### src/rtl/pdc_pkg.sv
package pdc_pkg;

   typedef enum logic [2:0] {
      ST_IDLE,
      ST_OPEN,
      ST_CMP,
      ST_PRE,
      ST_ACT,
      ST_CAS
   } pdc_state_e;

   function automatic int pdc_max(input int a, input int b);
      return (a > b) ? a : b;
   endfunction

endpackage

### src/rtl/pdc_timer.sv
module pdc_timer #(
   parameter int MAX_CNT = 4,
   localparam int CW = (MAX_CNT < 2) ? 1 : $clog2(MAX_CNT + 1)
) (
   input  logic          clk,
   input  logic          rst_n,
   input  logic          load,
   input  logic [CW-1:0] load_val,
   output logic          zero
);

   logic [CW-1:0] cnt_q;

   always_ff @(posedge clk) begin
      if (!rst_n)                cnt_q <= '0;
      else if (load)             cnt_q <= load_val;
      else if (cnt_q != '0)      cnt_q <= cnt_q - 1'b1;
   end

   assign zero = (cnt_q == '0);

   a_r6_timer_in_range: assert property (@(posedge clk) disable iff (!rst_n)
      load |=> (cnt_q <= CW'(MAX_CNT)));

endmodule

### src/rtl/pdc_row_tracker.sv
module pdc_row_tracker #(
   parameter int ROW_W = 10
) (
   input  logic             clk,
   input  logic             rst_n,
   input  logic             open_en,
   input  logic [ROW_W-1:0] req_row,
   output logic             open_vld,
   output logic             hit
);

   logic [ROW_W-1:0] open_row_q;
   logic             vld_q;

   always_ff @(posedge clk) begin
      if (!rst_n) begin
         vld_q      <= 1'b0;
         open_row_q <= '0;
      end else if (open_en) begin
         vld_q      <= 1'b1;
         open_row_q <= req_row;
      end
   end

   assign open_vld = vld_q;
   assign hit      = vld_q && (open_row_q == req_row);

   a_r3_row_stays_open: assert property (@(posedge clk) disable iff (!rst_n)
      vld_q |=> vld_q);

   a_r3_opened_row_kept: assert property (@(posedge clk) disable iff (!rst_n)
      open_en |=> (open_row_q == $past(req_row)));

endmodule

### src/rtl/pdc_seq.sv
module pdc_seq
   import pdc_pkg::*;
#(
   parameter int RP_CLKS  = 2,
   parameter int RCD_CLKS = 1,
   parameter int CAS_CLKS = 2,
   localparam int MAXC = pdc_max(pdc_max(RP_CLKS, RCD_CLKS), CAS_CLKS),
   localparam int CW   = (MAXC < 2) ? 1 : $clog2(MAXC + 1)
) (
   input  logic          clk,
   input  logic          rst_n,
   input  logic          req,
   input  logic          open_vld,
   input  logic          hit,
   input  logic          cnt_zero,
   output logic          accept,
   output logic          cnt_load,
   output logic [CW-1:0] cnt_val,
   output logic          open_en,
   output logic          ras_n,
   output logic          cas_n,
   output logic          col_phase,
   output logic          done
);

   pdc_state_e st_q, st_d;

   always_ff @(posedge clk) begin
      if (!rst_n) st_q <= ST_IDLE;
      else        st_q <= st_d;
   end

   always_comb begin
      st_d     = st_q;
      cnt_load = 1'b0;
      cnt_val  = '0;
      accept   = 1'b0;
      unique case (st_q)
         ST_IDLE, ST_OPEN: begin
            if (req) begin
               accept = 1'b1;
               st_d   = ST_CMP;
            end
         end
         ST_CMP: begin
            cnt_load = 1'b1;
            if (hit) begin
               st_d    = ST_CAS;
               cnt_val = CW'(CAS_CLKS - 1);
            end else if (open_vld) begin
               st_d    = ST_PRE;
               cnt_val = CW'(RP_CLKS - 1);
            end else begin
               st_d    = ST_ACT;
               cnt_val = CW'(RCD_CLKS - 1);
            end
         end
         ST_PRE: begin
            if (cnt_zero) begin
               st_d     = ST_ACT;
               cnt_load = 1'b1;
               cnt_val  = CW'(RCD_CLKS - 1);
            end
         end
         ST_ACT: begin
            if (cnt_zero) begin
               st_d     = ST_CAS;
               cnt_load = 1'b1;
               cnt_val  = CW'(CAS_CLKS - 1);
            end
         end
         ST_CAS: begin
            if (cnt_zero) st_d = ST_OPEN;
         end
         default: st_d = ST_IDLE;
      endcase
   end

   assign open_en   = (st_q == ST_ACT);
   assign col_phase = (st_q == ST_CAS);
   assign cas_n     = (st_q != ST_CAS);
   assign done      = (st_q == ST_CAS) && cnt_zero;
   assign ras_n     = (st_q == ST_IDLE) || (st_q == ST_PRE) ||
                      ((st_q == ST_CMP) && !open_vld);

   a_r4_hit_no_precharge: assert property (@(posedge clk) disable iff (!rst_n)
      (st_q == ST_CMP && hit) |=> (!ras_n && !cas_n));

   a_r5_miss_precharges: assert property (@(posedge clk) disable iff (!rst_n)
      (st_q == ST_CMP && open_vld && !hit) |-> (!ras_n ##1 ras_n));

   a_r2_first_opens_direct: assert property (@(posedge clk) disable iff (!rst_n)
      (st_q == ST_CMP && !open_vld) |=> (!ras_n && cas_n));

   a_r9_done_single: assert property (@(posedge clk) disable iff (!rst_n)
      done |=> !done);

   a_r9_done_in_cas: assert property (@(posedge clk) disable iff (!rst_n)
      done |-> !cas_n);

   a_r3_open_idle: assert property (@(posedge clk) disable iff (!rst_n)
      (st_q == ST_OPEN) |-> (!ras_n && cas_n));

endmodule

### src/rtl/page_dram_ctrl.sv
module page_dram_ctrl
   import pdc_pkg::*;
#(
   parameter int ROW_W        = 10,
   parameter int COL_W        = 10,
   parameter int RAS_MIN_CLKS = 3,
   parameter int RP_CLKS      = 2,
   parameter int RCD_CLKS     = 1,
   parameter int CAS_CLKS     = 2,
   localparam int MA_W        = pdc_max(ROW_W, COL_W)
) (
   input  logic             clk,
   input  logic             rst_n,
   input  logic             req_i,
   input  logic             we_i,
   input  logic [ROW_W-1:0] row_i,
   input  logic [COL_W-1:0] col_i,
   output logic             ras_n_o,
   output logic             cas_n_o,
   output logic             we_n_o,
   output logic [MA_W-1:0]  ma_o,
   output logic             rdy_o
);

   localparam int MAXC = pdc_max(pdc_max(RP_CLKS, RCD_CLKS), CAS_CLKS);
   localparam int CW   = (MAXC < 2) ? 1 : $clog2(MAXC + 1);
   localparam int LW   = $clog2(RAS_MIN_CLKS + 2);
   localparam int HW   = $clog2(RP_CLKS + 2);

   if (ROW_W < 1 || COL_W < 1) begin : g_bad_width
      $error("page_dram_ctrl: address widths must be at least 1");
   end
   if (RP_CLKS < 1 || RCD_CLKS < 1 || CAS_CLKS < 1) begin : g_bad_count
      $error("page_dram_ctrl: timing counts must be at least 1");
   end
   if (RCD_CLKS + CAS_CLKS < RAS_MIN_CLKS) begin : g_bad_ras
      $error("page_dram_ctrl: row-to-column plus column time must cover row-low minimum");
   end

   logic             accept, cnt_load, cnt_zero, open_en, open_vld, hit;
   logic             ras_n, cas_n, col_phase, done;
   logic [CW-1:0]    cnt_val;
   logic [ROW_W-1:0] row_q;
   logic [COL_W-1:0] col_q;
   logic             we_q;
   logic [MA_W-1:0]  row_ext, col_ext;

   always_ff @(posedge clk) begin
      if (!rst_n) begin
         row_q <= '0;
         col_q <= '0;
         we_q  <= 1'b0;
      end else if (accept) begin
         row_q <= row_i;
         col_q <= col_i;
         we_q  <= we_i;
      end
   end

   if (ROW_W == MA_W) begin : g_row_full
      assign row_ext = row_q;
   end else begin : g_row_pad
      assign row_ext = {{(MA_W - ROW_W){1'b0}}, row_q};
   end

   if (COL_W == MA_W) begin : g_col_full
      assign col_ext = col_q;
   end else begin : g_col_pad
      assign col_ext = {{(MA_W - COL_W){1'b0}}, col_q};
   end

   pdc_seq #(
      .RP_CLKS  (RP_CLKS),
      .RCD_CLKS (RCD_CLKS),
      .CAS_CLKS (CAS_CLKS)
   ) u_seq (
      .clk       (clk),
      .rst_n     (rst_n),
      .req       (req_i),
      .open_vld  (open_vld),
      .hit       (hit),
      .cnt_zero  (cnt_zero),
      .accept    (accept),
      .cnt_load  (cnt_load),
      .cnt_val   (cnt_val),
      .open_en   (open_en),
      .ras_n     (ras_n),
      .cas_n     (cas_n),
      .col_phase (col_phase),
      .done      (done)
   );

   pdc_timer #(
      .MAX_CNT (MAXC)
   ) u_timer (
      .clk      (clk),
      .rst_n    (rst_n),
      .load     (cnt_load),
      .load_val (cnt_val),
      .zero     (cnt_zero)
   );

   pdc_row_tracker #(
      .ROW_W (ROW_W)
   ) u_rows (
      .clk      (clk),
      .rst_n    (rst_n),
      .open_en  (open_en),
      .req_row  (row_q),
      .open_vld (open_vld),
      .hit      (hit)
   );

   assign ras_n_o = ras_n;
   assign cas_n_o = cas_n;
   assign we_n_o  = !(col_phase && we_q);
   assign ma_o    = col_phase ? col_ext : row_ext;
   assign rdy_o   = done;

   // Strobe-width watch counters for the timing properties below.
   logic [LW-1:0] lo_run_q;
   logic [HW-1:0] hi_run_q;

   always_ff @(posedge clk) begin
      if (!rst_n) begin
         lo_run_q <= '0;
         hi_run_q <= HW'(RP_CLKS);
      end else begin
         if (ras_n_o)                         lo_run_q <= '0;
         else if (lo_run_q != LW'(RAS_MIN_CLKS)) lo_run_q <= lo_run_q + 1'b1;
         if (!ras_n_o)                        hi_run_q <= '0;
         else if (hi_run_q != HW'(RP_CLKS))   hi_run_q <= hi_run_q + 1'b1;
      end
   end

   a_r6_ras_low_min: assert property (@(posedge clk) disable iff (!rst_n)
      $rose(ras_n_o) |-> (lo_run_q >= LW'(RAS_MIN_CLKS)));

   a_r6_precharge_min: assert property (@(posedge clk) disable iff (!rst_n)
      $fell(ras_n_o) |-> (hi_run_q >= HW'(RP_CLKS)));

   a_r10_cas_under_ras: assert property (@(posedge clk) disable iff (!rst_n)
      !cas_n_o |-> !ras_n_o);

   a_r7_col_stable: assert property (@(posedge clk) disable iff (!rst_n)
      (!cas_n_o && $past(!cas_n_o)) |-> $stable(ma_o));

   a_r8_we_only_in_cas: assert property (@(posedge clk) disable iff (!rst_n)
      !we_n_o |-> !cas_n_o);

   a_r1_reset_quiet: assert property (@(posedge clk)
      !rst_n |=> (ras_n_o && cas_n_o && we_n_o && !rdy_o));

endmodule

### config.mk
export PLATFORM = sky130hd
export DESIGN_NAME = page_dram_ctrl
export DESIGN_NICKNAME = d
export VERILOG_FILES = /design/src/rtl/pdc_pkg.sv /design/src/rtl/pdc_timer.sv /design/src/rtl/pdc_row_tracker.sv /design/src/rtl/pdc_seq.sv /design/src/rtl/page_dram_ctrl.sv
export SDC_FILE = /design/constraint.sdc
export NUM_CORES = 1
export LEC_CHECK = 0
export ABC_AREA = 1
export BUFFER_PORTS_ARGS = -buffer_cell sky130_fd_sc_hd__buf_4
export CORE_UTILIZATION = 35
export DETAILED_ROUTE_END_ITERATION = 12
export GPL_TIMING_DRIVEN = 0
export PLACE_DENSITY = 0.67
export SLEW_MARGIN = 20
export SYNTH_ARGS = -nofsm -noshare
export SYNTH_HDL_FRONTEND = slang
export SYNTH_SLANG_ARGS = --single-unit
### constraint.sdc
create_clock -name clk -period 3 [get_ports clk]
set_input_delay 0.3 -clock clk [delete_from_list [all_inputs] [get_ports clk]]
set_output_delay 0.3 -clock clk [all_outputs]
set_load 0.05 [all_outputs]
======== Yosys cells after proc, flatten, opt, wreduce, memory -nomap -nowiden ========
Index checks and enable logic that the tools add are counted.
storage, ports and cells
  register bits ........................... 37
  latch bits .............................. 0
  bits in writable memories ............... 0
  memory bits (read-only) ................. 0
  input port bits ......................... 24
  output and inout bits ................... 14
  word-level logic and storage cells ...... 52
  memories kept ........................... 0
cells by class
  $add $sub $neg .......................... 1
  $mul .................................... 0
  divide/modulo/power cells ............... 0
  order comparisons ....................... 0
  equal/unequal tests ..................... 11
  shift operators ......................... 0
  muxes and demuxes ....................... 18
  bitwise logic cells ..................... 0
  reduce and logical (&&, ||, !) cells .... 15
operators with widths
  cell                                                  count
  two-way mux 3 bit                                     6
  one-hot mux 3 bit (5 select lines)                    1
  equality test 10 bit                                  1
  two-way mux 10 bit                                    1
  equality test 3 x 2 -> 1 bit (second input constant)  2
  equality test 3 bit (second input constant)           2
  two-way mux 2 bit                                     3
  != test 2 x 1 -> 1 bit (second input constant)        3
  two-way mux 1 bit                                     5
  logical AND 1 bit                                     4
  one-hot mux 2 bit (2 select lines)                    1
  AND reduction 4 bit                                   1
  nonzero test 2 bit                                    2
  OR reduction 2 bit                                    2
  equality test 3 x 1 -> 1 bit (second input constant)  1
  logical NOT 3 bit                                     1
  != test 3 bit (second input constant)                 1
  logical NOT 1 bit                                     2
  logical NOT 2 bit                                     1
  logical OR 1 bit                                      2
  != test 2 bit (second input constant)                 1
  one-hot mux 1 bit (2 select lines)                    1
  subtractor 2 x 1 -> 2 bit (second input constant)     1

======== Longest topological paths before layout ========
  depth after elaboration ................. 5
  mapped depth ............................ 11
  gate-level depth less buffers ........... 11

======== Hierarchy ========
From an unflattened synthesis, not the netlist that was laid out.
second synthesis, totals
  cell total of the unflattened synthesis .. 322
  area total of the unflattened synthesis .. 1998.2 sq um
modules (own cells, without submodules)
  module           instances  cells an instance  area each (sq um)  sequential area each (sq um)
  page_dram_ctrl   1          166                1024.7             420.4
  pdc_row_tracker  1          84                 551.8              220.2
  pdc_seq          1          56                 311.5              60.1
  pdc_timer        1          16                 110.1              40.0

======== Least setup slack after synthesis ========
OpenSTA, ideal clock, no wires.
  kind .................................... register -> output
  from .................................... register u_seq.st_q[2]
  to ...................................... output port ma_o[2]
  arrival time ............................ 1.832 ns
  required time ........................... 2.700 ns
  setup slack ............................. 0.868 ns
  stages on the path, launching flop included .. 7
  buffers on the path ..................... 1
  cells stage by stage .................... dfxtp_1 -> inv_1 -> nor2_2 -> inv_2 -> nor2_4 -> buf_6 -> o21ai_0
between the ends
  cells in the longest elaborated chain, start to end .. 2
RTL lines
  what                      line                   source
  start: declaration        pdc_seq.sv:26          pdc_state_e st_q, st_d;
  start signal: assignment  pdc_seq.sv:30          else st_q <= st_d;
  equality test 3 bit       pdc_seq.sv:80          assign col_phase = (st_q == ST_CAS);
  two-way mux 10 bit        page_dram_ctrl.sv:117  assign ma_o = col_phase ? col_ext : row_ext;
  end: declaration          page_dram_ctrl.sv:21   output logic [MA_W-1:0] ma_o,
Every way passes these cells.

======== Worst setup path after layout ========
  from .................................... register u_seq.st_q[0]
  to ...................................... output port ma_o[1]
The elaborated chain is that of the path after synthesis.

==> flow_metrics.tcl <==
set metrics [dict create \
    outcome "finished, final reports clean" \
    chipWidth_um 71.6 \
    routed_wl_mm 3.78 \
    finalSetupViolCount 0 \
    cp_launch_point "u_seq.st_q[0]" \
    fin_nets 311 \
    first_global_vias 1478 \
    max-slew-margin-rel_pct 70.2 \
    std_cell_rows 24 \
    clock_tree.root_cell "sky130_fd_sc_hd__clkbuf_8" \
    p_leak_nw 0.994 \
    cts_hold_buffers 0 \
    grt_max_degree 12 \
    cp.required_ps 2700 \
    synth.top_cell.area_share_pct 43.7 \
    transition_time_at_the_pin_with_the_least_slew_margin_ps 443 \
    ff2ff_path_depth 7 \
    grt_first_pass_wirelength_mm 6.56 \
    clock_tree_from_tritoncts "done" \
    endpoint "ma_o[1]" \
    final_area_mm2 0.00214 \
    ant_nets 0 \
    io_pins 38 \
    p_r_area_growth_vs_syn_pct 26.2 \
    fillCellCount 486 \
    via_per_inst 4.78 \
    final.setup.tns_ps 0 \
    clk-insertion-delay-late_ps 280 \
    post_synth_main_area_contributors "sky130_fd_sc_hd__dfxtp_1, sky130_fd_sc_hd__o21ai_0, sky130_fd_sc_hd__nor2_1" \
    insertedDiodeCount 0 \
    postCtsResizedCells 0 \
    rsz0062_at_grt "no" \
    critical_path.max_fanout 9 \
    timing.fmax_mhz 492 \
    globalRouteMet3Util_pct 2.81 \
    holdWs_ps 236 \
    synthesis_stage_register_bit_count 37 \
    grt_most_used_layer "met2" \
    slowest_stage_cell_cp "sky130_fd_sc_hd__dfxtp_1" \
    path_class "register to output pin" \
    grt.met2_usage_pct 26.9 \
    core_area_mm2 0.00450 \
    library_cell_occupying_the_most_area_in_the_post_synthesis_netlist "sky130_fd_sc_hd__dfxtp_1" \
    grt.total_usage_pct 16.3 \
    finalClockSkew_ps 7.62 \
    area_of_the_die_mm2 0.00513 \
    element_type_at_the_critical_path_end "output pin" \
    routed-via-count 1621 \
    worst-endpoint-arrival_ps 1730 \
    clock_sink_count 37 \
    cts.clk_slew.worst_paths_ps 80 \
    synthesis.area_per_instance_um2 7.01 \
    worstReg2RegEnd "row_ext[7]" \
    final.min_clock_period_ps 2030 \
    synthesized_instance_count 242 \
    multi_input_area_um2 805 \
    regToRegStartpoint "u_seq.st_q[1]" \
    slew_viol_final 0 \
    layout-drive-gt1-share_pct 21.3 \
    numPortBuffers 37 \
    hold_path_class "input port to register" \
    htreeDepth 2 \
    hold_viol 0 \
    drtPass1Iterations 4 \
    period_share_pct 67.8 \
    postSynthNetCount 267 \
    syn_area_mm2 0.00170 \
    gp_routability_congestion 0.856 \
    ctsLongestPathBuffers 2 \
    ys_seq_area_share_pct 43.7 \
    vdd_drop_max_v 0.000420 \
    critPathLaunchType "register" \
    wire_per_inst_um 11.2 \
    die_height_um 71.6 \
    dr.first_iter.drc_count 97 \
    cts_inserted_buffers 5 \
    powerDensity_mw_per_mm2 985 \
    setup.reg_to_reg.worst_slack_ps 1600 \
    ys_warn_count 0 \
    min_path_cells 3 \
    max_stage_delay_ps 540 \
    initial_utilization_pct 37.6 \
    path_cells "inv_1, nor2_4, inv_1, nand2_1, nand2_1, buf_4" \
    globalRouteMet1Util_pct 21.7 \
    post_dp_cell_area_mm2 0.00204 \
    synth.distinct_cells 26 \
    place_hpwl_mm 2.75 \
    maxcap_viol_count 0 \
    post_cts_buffers 0 \
    globalRouteOverflowTotal 0 \
    drc 0 \
    antenna_found_initial 0 \
    ff_latch_area_um2 741 \
]
==> layout by cell type, fill, tap and decap left out <==
| cell type | instances |
|---|---|
| sky130_fd_sc_hd__ha_1 | 1 |
| sky130_fd_sc_hd__a31oi_1 | 2 |
| sky130_fd_sc_hd__clkinv_2 | 1 |
| sky130_fd_sc_hd__inv_4 | 1 |
| sky130_fd_sc_hd__buf_6 | 1 |
| sky130_fd_sc_hd__nor2_1 | 46 |
| sky130_fd_sc_hd__o21ai_0 | 42 |
| sky130_fd_sc_hd__xnor2_1 | 4 |
| sky130_fd_sc_hd__nand2_1 | 45 |
| sky130_fd_sc_hd__nor2_4 | 2 |
| sky130_fd_sc_hd__a21oi_1 | 17 |
| sky130_fd_sc_hd__o21ai_1 | 1 |
| sky130_fd_sc_hd__inv_2 | 3 |
| sky130_fd_sc_hd__and3_1 | 1 |
| sky130_fd_sc_hd__dfxtp_1 | 37 |
| sky130_fd_sc_hd__buf_2 | 3 |
| sky130_fd_sc_hd__buf_4 | 38 |
| sky130_fd_sc_hd__xor2_1 | 2 |
| sky130_fd_sc_hd__nand3_1 | 2 |
| sky130_fd_sc_hd__nor3_1 | 1 |
| sky130_fd_sc_hd__clkbuf_1 | 3 |
| sky130_fd_sc_hd__inv_1 | 22 |
| sky130_fd_sc_hd__nand2_2 | 1 |
| sky130_fd_sc_hd__clkbuf_8 | 7 |
| sky130_fd_sc_hd__nor2_8 | 1 |
| sky130_fd_sc_hd__clkbuf_2 | 1 |
| sky130_fd_sc_hd__a21oi_2 | 1 |
| sky130_fd_sc_hd__nor2_2 | 1 |
==> worst min-delay path by stage <==
stage,start,end,slack [ps]
global route,row_i[7],row_ext[7],230
detailed placement,col_ext[7],col_ext[7],500
finish,col_i[7],col_ext[7],240
global placement,col_ext[7],col_ext[7],490
floorplan,col_i[0],col_ext[0],430
CTS,col_i[7],col_ext[7],240
==> layout make-up <==
cell class,instances,area share [%]
clock inverters,1,0.234
inverters,26,4.68
flip-flops and latches,37,34.6
multi-input cells,170,37.6
clock buffers,7,4.50
repair buffers,37,13.0
plain buffers,9,2.34
well taps,52,3.04
==> per-layer routing <==
| layer | routed length (µm) | vias to the layer above | part of all wire (%) |
|---|---|---|---|
| met5 | 0 | - | 0 |
| li1 | - | 853 | - |
| met2 | 1780 | 40 | 47 |
| met3 | 129 | 4 | 3.4 |
| met1 | 1830 | 724 | 48 |
| met4 | 52 | 0 | 1.4 |
==> registers in the layout, summed over array words and instances (netlist names) <==
name / flops
we_q: 1
col_ext: 10
u_rows.open_vld: 1
u_seq.st_q: 3
u_rows.open_row_q: 10
row_ext: 10
u_timer.cnt_q: 2
==> report_power, final <==
group	internal (mW)	switching (mW)	total, mW	leakage (nW)
sequential	0.652	0.111	0.763	0.304
clock	0.208	0.174	0.381	0.0542
combinational	0.323	0.639	0.962	0.636
==> Yosys cell counts (all sizes together) <==
library cell  instances
o21ai                43
nand3                 2
clkbuf                4
nor3                  1
a21oi                18
nand2                46
xnor2                 4
inv                  26
buf                   5
nor2                 50
xor2                  2
and3                  1
a31oi                 2
dfxtp                37
ha                    1
==> worst max-delay path, delay by kind of cell (launching register included) <==
family | cells | cell delay, ps
buffers and inverters | 3 | 500
AND/OR/NAND/NOR | 3 | 410
flip-flops | 1 | 540
==> stage by stage <==
step	instances	power, mW	utilization [%]	setup slack, ps
after floorplan	242	1.48	-	868
after global placement	331	1.72	45.3	1280
after detailed placement	331	1.74	45.3	1270
after CTS	339	2.12	47.5	962
after global routing	339	2.28	47.5	867
final	339	2.11	47.5	967
==> cells by family after synthesis <==
group           synth area share (%)
compound gates                  19.0
fa+ha+maj                      0.738
flops                           43.7
simple gates                    24.6
xor+xnor                        3.10
buf+inv                         8.86
Power figures use the tool's default switching activity.
